**config.mk**
```make
export PLATFORM = sky130hd
export DESIGN_NAME = tile_fmod_engine
export DESIGN_NICKNAME = d
export VERILOG_FILES = /design/src/rtl/tfmod_pkg.sv /design/src/rtl/tfmod_walker.sv /design/src/rtl/tfmod_div.sv /design/src/rtl/tfmod_fix.sv /design/src/rtl/tile_fmod_engine.sv
export SDC_FILE = /design/constraint.sdc
export NUM_CORES = 1
export LEC_CHECK = 0
export CAP_MARGIN = 5
export CORE_MARGIN = 2
export CORE_UTILIZATION = 35
export CTS_CLUSTER_SIZE = 16
export DETAILED_ROUTE_END_ITERATION = 8
export DONT_BUFFER_PORTS = 1
export GPL_ROUTABILITY_DRIVEN = 0
export SLEW_MARGIN = 40
export SYNTH_ARGS = -nofsm -noshare
export SYNTH_HDL_FRONTEND = slang
export SYNTH_SLANG_ARGS = --single-unit
```
**constraint.sdc**
```tcl
create_clock -name clk_i -period 4.05 [get_ports clk_i]
set_input_delay 0.81 -clock clk_i [delete_from_list [all_inputs] [get_ports clk_i]]
set_output_delay 0.81 -clock clk_i [all_outputs]
set_load 0.02 [all_outputs]
```
**src/rtl/tfmod_pkg.sv**
```systemverilog
package tfmod_pkg;
  localparam int ELEM_W = 32;
  localparam int HALF_W = 16;

  typedef enum logic [1:0] {
    M_U16 = 2'd0,
    M_S16 = 2'd1,
    M_U32 = 2'd2,
    M_S32 = 2'd3
  } mode_e;

  typedef enum logic [2:0] {
    S_IDLE,
    S_RD,
    S_LD,
    S_DIV,
    S_WR
  } state_e;

  function automatic logic is_signed(mode_e m);
    return m[0];
  endfunction

  function automatic logic is_narrow(mode_e m);
    return ~m[1];
  endfunction

  // bring an operand to full width according to the element mode
  function automatic logic [ELEM_W-1:0] widen(mode_e m, logic [ELEM_W-1:0] x);
    logic [ELEM_W-1:0] r;
    case (m)
      M_U16:   r = {{(ELEM_W-HALF_W){1'b0}}, x[HALF_W-1:0]};
      M_S16:   r = {{(ELEM_W-HALF_W){x[HALF_W-1]}}, x[HALF_W-1:0]};
      default: r = x;
    endcase
    return r;
  endfunction

  function automatic logic [ELEM_W-1:0] mag(logic sgn, logic [ELEM_W-1:0] x);
    return (sgn && x[ELEM_W-1]) ? -x : x;
  endfunction
endpackage

```
**src/rtl/tfmod_walker.sv**
```systemverilog
module tfmod_walker #(
  parameter int ROWS = 16,
  parameter int COLS = 16
) (
  input  logic                          clk_i,
  input  logic                          rst_ni,
  input  logic                          load_i,
  input  logic [$clog2(ROWS+1)-1:0]     rows_i,
  input  logic [$clog2(COLS+1)-1:0]     cols_i,
  input  logic                          adv_i,
  output logic [$clog2(ROWS*COLS)-1:0]  addr_o,
  output logic                          last_o
);
  localparam int AW = $clog2(ROWS*COLS);
  localparam int RW = $clog2(ROWS+1);
  localparam int CW = $clog2(COLS+1);

  logic [RW-1:0] row_q, nrows_q;
  logic [CW-1:0] col_q, ncols_q;
  logic [AW-1:0] base_q;
  logic          row_end;

  assign row_end = (col_q == ncols_q - CW'(1));
  assign last_o  = row_end && (row_q == nrows_q - RW'(1));
  assign addr_o  = base_q + AW'(col_q);

  always_ff @(posedge clk_i or negedge rst_ni) begin
    if (!rst_ni) begin
      row_q   <= '0;
      col_q   <= '0;
      base_q  <= '0;
      nrows_q <= '0;
      ncols_q <= '0;
    end else if (load_i) begin
      row_q   <= '0;
      col_q   <= '0;
      base_q  <= '0;
      nrows_q <= rows_i;
      ncols_q <= cols_i;
    end else if (adv_i) begin
      if (row_end) begin
        col_q  <= '0;
        row_q  <= row_q + RW'(1);
        base_q <= base_q + AW'(COLS);  // stride by tile capacity
      end else begin
        col_q <= col_q + CW'(1);
      end
    end
  end
endmodule

```
**src/rtl/tfmod_div.sv**
```systemverilog
module tfmod_div #(
  parameter int W = 32
) (
  input  logic         clk_i,
  input  logic         rst_ni,
  input  logic         start_i,
  input  logic [W-1:0] dvd_i,
  input  logic [W-1:0] dvs_i,
  output logic         done_o,
  output logic [W-1:0] rem_o
);
  localparam int CNT_W = $clog2(W);

  logic [W-1:0]     rem_q, dq_q, dvs_q;
  logic [CNT_W-1:0] cnt_q;
  logic             run_q, done_q;
  logic [W:0]       rem_sh, diff;
  logic             ge;

  assign rem_sh = {rem_q, dq_q[W-1]};
  assign diff   = rem_sh - {1'b0, dvs_q};
  assign ge     = ~diff[W];
  assign done_o = done_q;
  assign rem_o  = rem_q;

  always_ff @(posedge clk_i or negedge rst_ni) begin
    if (!rst_ni) begin
      rem_q  <= '0;
      dq_q   <= '0;
      dvs_q  <= '0;
      cnt_q  <= '0;
      run_q  <= 1'b0;
      done_q <= 1'b0;
    end else if (start_i) begin
      rem_q  <= '0;
      dq_q   <= dvd_i;
      dvs_q  <= dvs_i;
      cnt_q  <= '0;
      run_q  <= 1'b1;
      done_q <= 1'b0;
    end else if (run_q) begin
      rem_q <= ge ? diff[W-1:0] : rem_sh[W-1:0];
      dq_q  <= {dq_q[W-2:0], ge};
      cnt_q <= cnt_q + CNT_W'(1);
      if (cnt_q == CNT_W'(W-1)) begin
        run_q  <= 1'b0;
        done_q <= 1'b1;
      end
    end else begin
      done_q <= 1'b0;
    end
  end
endmodule

```
**src/rtl/tfmod_fix.sv**
```systemverilog
module tfmod_fix
  import tfmod_pkg::*;
(
  input  mode_e             mode_i,
  input  logic [ELEM_W-1:0] a_i,
  input  logic [ELEM_W-1:0] b_i,
  input  logic [ELEM_W-1:0] rem_mag_i,
  output logic [ELEM_W-1:0] res_o
);
  logic              a_neg, b_neg;
  logic [ELEM_W-1:0] trunc, adj;

  always_comb begin
    a_neg = is_signed(mode_i) & a_i[ELEM_W-1];
    b_neg = is_signed(mode_i) & b_i[ELEM_W-1];
    trunc = a_neg ? -rem_mag_i : rem_mag_i;
    // move a remainder of the wrong sign into the divisor's half-line
    adj   = ((trunc != '0) && (a_neg != b_neg)) ? trunc + b_i : trunc;
    res_o = is_narrow(mode_i) ? {{(ELEM_W-HALF_W){1'b0}}, adj[HALF_W-1:0]} : adj;
  end
endmodule

```
**src/rtl/tile_fmod_engine.sv**
```systemverilog
module tile_fmod_engine
  import tfmod_pkg::*;
#(
  parameter int ROWS = 16,
  parameter int COLS = 16
) (
  input  logic                          clk_i,
  input  logic                          rst_ni,
  input  logic                          start_i,
  input  logic [1:0]                    mode_i,
  input  logic [$clog2(ROWS+1)-1:0]     rows_i,
  input  logic [$clog2(COLS+1)-1:0]     cols_i,
  output logic                          busy_o,
  output logic                          done_o,
  output logic                          dz_err_o,
  output logic                          a_re_o,
  output logic [$clog2(ROWS*COLS)-1:0]  a_raddr_o,
  input  logic [31:0]                   a_rdata_i,
  output logic                          b_re_o,
  output logic [$clog2(ROWS*COLS)-1:0]  b_raddr_o,
  input  logic [31:0]                   b_rdata_i,
  output logic                          d_we_o,
  output logic [$clog2(ROWS*COLS)-1:0]  d_waddr_o,
  output logic [31:0]                   d_wdata_o
);
  localparam int AW = $clog2(ROWS*COLS);

  state_e            state_q;
  mode_e             mode_q;
  logic [ELEM_W-1:0] a_q, b_q, res_q, a_w, b_w, fix_res, div_rem;
  logic              done_q, dz_q, div_start, div_done, last, load;
  logic [AW-1:0]     addr;

  assign load      = (state_q == S_IDLE) && start_i;
  assign a_w       = widen(mode_q, a_rdata_i);
  assign b_w       = widen(mode_q, b_rdata_i);
  assign div_start = (state_q == S_LD) && (b_w != '0);

  tfmod_walker #(.ROWS(ROWS), .COLS(COLS)) u_walk (
    .clk_i  (clk_i),
    .rst_ni (rst_ni),
    .load_i (load),
    .rows_i (rows_i),
    .cols_i (cols_i),
    .adv_i  (state_q == S_WR),
    .addr_o (addr),
    .last_o (last)
  );

  tfmod_div #(.W(ELEM_W)) u_div (
    .clk_i   (clk_i),
    .rst_ni  (rst_ni),
    .start_i (div_start),
    .dvd_i   (mag(is_signed(mode_q), a_w)),
    .dvs_i   (mag(is_signed(mode_q), b_w)),
    .done_o  (div_done),
    .rem_o   (div_rem)
  );

  tfmod_fix u_fix (
    .mode_i    (mode_q),
    .a_i       (a_q),
    .b_i       (b_q),
    .rem_mag_i (div_rem),
    .res_o     (fix_res)
  );

  always_ff @(posedge clk_i or negedge rst_ni) begin
    if (!rst_ni) begin
      state_q <= S_IDLE;
      mode_q  <= M_U16;
      a_q     <= '0;
      b_q     <= '0;
      res_q   <= '0;
      done_q  <= 1'b0;
      dz_q    <= 1'b0;
    end else begin
      done_q <= 1'b0;
      case (state_q)
        S_IDLE: if (start_i) begin
          mode_q <= mode_e'(mode_i);
          if (rows_i == '0 || cols_i == '0) done_q <= 1'b1;
          else state_q <= S_RD;
        end
        S_RD: state_q <= S_LD;
        S_LD: begin
          a_q <= a_w;
          b_q <= b_w;
          if (b_w == '0) begin
            res_q   <= '0;
            dz_q    <= 1'b1;
            state_q <= S_WR;
          end else begin
            state_q <= S_DIV;
          end
        end
        S_DIV: if (div_done) begin
          res_q   <= fix_res;
          state_q <= S_WR;
        end
        S_WR: begin
          if (last) begin
            state_q <= S_IDLE;
            done_q  <= 1'b1;
          end else begin
            state_q <= S_RD;
          end
        end
        default: state_q <= S_IDLE;
      endcase
    end
  end

  assign busy_o    = (state_q != S_IDLE);
  assign done_o    = done_q;
  assign dz_err_o  = dz_q;
  assign a_re_o    = (state_q == S_RD);
  assign b_re_o    = (state_q == S_RD);
  assign a_raddr_o = addr;
  assign b_raddr_o = addr;
  assign d_we_o    = (state_q == S_WR);
  assign d_waddr_o = addr;
  assign d_wdata_o = res_q;
endmodule

```
==> impl_metrics.ini <==
[status]
status = finished clean

[synth]
synthSimpleGateAreaFrac = 0.177
synth_area_um2 = 14900
synth_edf_count = 0
synth-async-reset-ratio = 1.00
synth_fp_nets = 1957
syn-mean-instance-area_um2 = 8.29
synth_commonest_cells = nand2_1, o21ai_0, dfrtp_1
synthDistinctLibCells = 81
synth_area_leaders = dfrtp_1, o21ai_0, ha_1, nand2_1, xnor2_1
yosysSeqAreaShare = 0.334
synth-warning-count = 0
yosysTopAreaCell = dfrtp_1
synth-xor-area-share = 0.0900
synth_flop_cell = dfrtp_1
synth-compound-area-share = 0.214
synth_top_area_share = 0.334
synth_top_family_by_area = compound AO/OA/AOI/OAI gates
yosysMostFrequentCell = nand2_1
synth-adder-area-share = 0.0699
muxShareOfSynthArea = 0.0592
synth_cells = 1796
synth_seq_cells = 199

[setup_path]
r2r_cells = 18
cp.arrival_ps = 4270
r2r_setup_slack_ps = 140
cp_num_buf_inv = 3
cp_max_fo = 5
worst_path_most_repeated_cell = buf_4
crit_required_ps = 4400
cp-end-kind = register
reg2reg_to = d_wdata_o[25]
reg2reg_from = u_div.rem_o[3]
cp_slowest_cell = dfrtp_1
start_kind = register
path_cells = nor4_4 > buf_4 > and3_2 > a21oi_1 > xnor2_1 > inv_1 > ha_1 > nand2_1 > o21ai_2 > o21bai_1 > o41ai_2 > buf_4 > o21ai_1 > a31oi_1 > o21ai_0 > o211ai_1 > xor2_1 > o31ai_2
crit_family = compound AO/OA/AOI/OAI gates
path_class = reg -> reg
critPathMaxStageDelay_ps = 440

[sta]
finalCriticalPeriod_ps = 3910
hold_viol = 0
tns_ps = 0
setup_viol = 0
slew-limit-headroom = 0.492
tightest_slew_ps = 762
fin_crit_sh = 0.966
max_freq_mhz = 256
rsz0062_at_grt = true
slew_violations = 0
whs_ps = 53.1
finClkSkew_ps = 13.9

[clocking]
htreeDepth = 4
numCtsBuffers = 17
cts_root_buffer = clkbuf_16
path_clk_slew_ps = 80
tritoncts = yes
clock-sinks = 199
clk_path_buf_depth = 2
ctsHoldBuffers = 0
clk_latency_ps = 460

[detailed_routing]
avgRoutedWirePerCell_um = 18.7
vias = 13000
drt_iter0_drc = 893
drt_pre_antenna_iters = 5
via_per_inst = 5.61
drtAntennaViolNets = 0
post-route-drc-count = 0
wl_um = 43400

[layout]
area_delta_synth_final_pct = 10.2
diodes = 0
final_nets = 1934
layout.cells.non_filler = 2325
drive_gt1_frac = 0.0985

[floorplanning]
io_pins = 141
rows = 75
die_w_um = 210
die_y_um = 210
fp.dieArea_um2 = 44200
core_area_um2 = 41900
start_util = 0.355

[power]
fin_total_pwr_mw = 16.7
cellPowerDensity_nw_per_um2 = 1020
max-vdd-ir-drop_mv = 0.486
leakagePower_nw = 7.37

[global_routing]
grt_pass1_vias = 12800
grt_max_degree = 200
track_usage = 0.198
antenna_found_initial = 0
grt_pass1_wl_um = 69400
globalRouteOverflowTotal = 0

[place]
portBuffers = 0
dp_cells = 2288
place_hpwl_um = 32800

[hold_path]
min_path_type = in -> async

[run]
drv_cap = 0
[worst max-delay path by stage]
stage,endpoint,cells after the start,from
finish,d_wdata_o[25],18,u_div.rem_o[3]
detailed placement,d_wdata_o[31],13,u_div.rem_o[6]
floorplan,d_wdata_o[19],18,mode_q[0]
global route,d_wdata_o[31],18,u_div.rem_o[0]
global placement,d_wdata_o[25],17,u_div.rem_o[0]
CTS,d_wdata_o[31],13,u_div.rem_o[6]
[cells by family after synthesis]
family,count (synthesis)
xor+xnor,153
simple gates,559
compound gates,527
mux,86
fa+ha+maj,82
flops,199
buf+inv,190
[stage by stage]
| step | setup slack [ps] | utilization | cell area (um2) |
|---|---|---|---|
| floorplan | 92.6 | - | 14900 |
| global placement | 152 | 0.372 | 15600 |
| detailed placement | 81.0 | 0.373 | 15600 |
| CTS | 59.7 | 0.387 | 16200 |
| global route | -44.6 | 0.391 | 16400 |
| finish | 140 | 0.391 | 16400 |
[sequential cells by signal, indices dropped and copies added (netlist names), 2 cells and up]
signal          cells
b_q                32
d_wdata_o          32
mode_q              2
state_q             3
u_div.cnt_q         5
u_div.dq_q         32
u_div.dvs_q        32
u_div.rem_o        32
u_walk.base_q       4
u_walk.col_q        5
u_walk.ncols_q      5
u_walk.nrows_q      5
u_walk.row_q        5
[cells in the final DEF (no fill, tap or decap), drive strengths merged, types with 11 or more instances in the layout]
cell / count
a211oi: 14
a21o: 34
a21oi: 126
a31oi: 21
and3: 13
buf: 76
clkbuf: 19
dfrtp: 199
ha: 80
inv: 80
mux2: 14
mux2i: 72
nand2: 239
nand2b: 13
nand3: 39
nand4: 25
nor2: 106
nor3: 41
nor4: 13
o21a: 12
o21ai: 215
o21bai: 11
o31ai: 25
or4: 12
xnor2: 84
xor2: 69
[timing repair]
action / 4_1_cts / 5_1_grt
resized for setup: 0 / 37
hold endpoints to repair: 0 / 0
setup buffers: 0 / 5
setup endpoints to repair: 0 / 31
[power by group]
| part | total, mW | internal (mW) | switching, mW |
|---|---|---|---|
| logic | 11.3 | 4.90 | 6.40 |
| registers | 3.66 | 2.80 | 0.859 |
| clock network | 1.73 | 0.840 | 0.888 |
[routing by layer]
metal	GRT usage	vias up	wire length (um)
met2	0.314	435	19500
met3	0.0554	82	3550
met4	0.0731	0	1360
met1	0.258	6194	19000
li1	-	6330	-
met5	0	-	0
[worst reg2reg max path, stage by stage (launching register included)]
cell and delay (ps):
dfrtp_1 440, nor4_4 400, buf_4 200, and3_2 220, a21oi_1 90, xnor2_1 210, inv_1 140, ha_1 330
nand2_1 70, o21ai_2 190, o21bai_1 200, o41ai_2 120, buf_4 160, o21ai_1 180, a31oi_1 150, o21ai_0 170
o211ai_1 130, xor2_1 170, o31ai_2 240
[cell type report]
class,instances,area (um2)
Multi-Input combinational cell,1407,9250
Timing Repair Buffer,76,653
Tap cell,539,674
Clock buffer,19,443
Sequential cell,199,4990
Inverter,72,270
Clock inverter,13,134
Fill cell,4221,25500
Note: power is estimated with default switching activity, not from simulation.
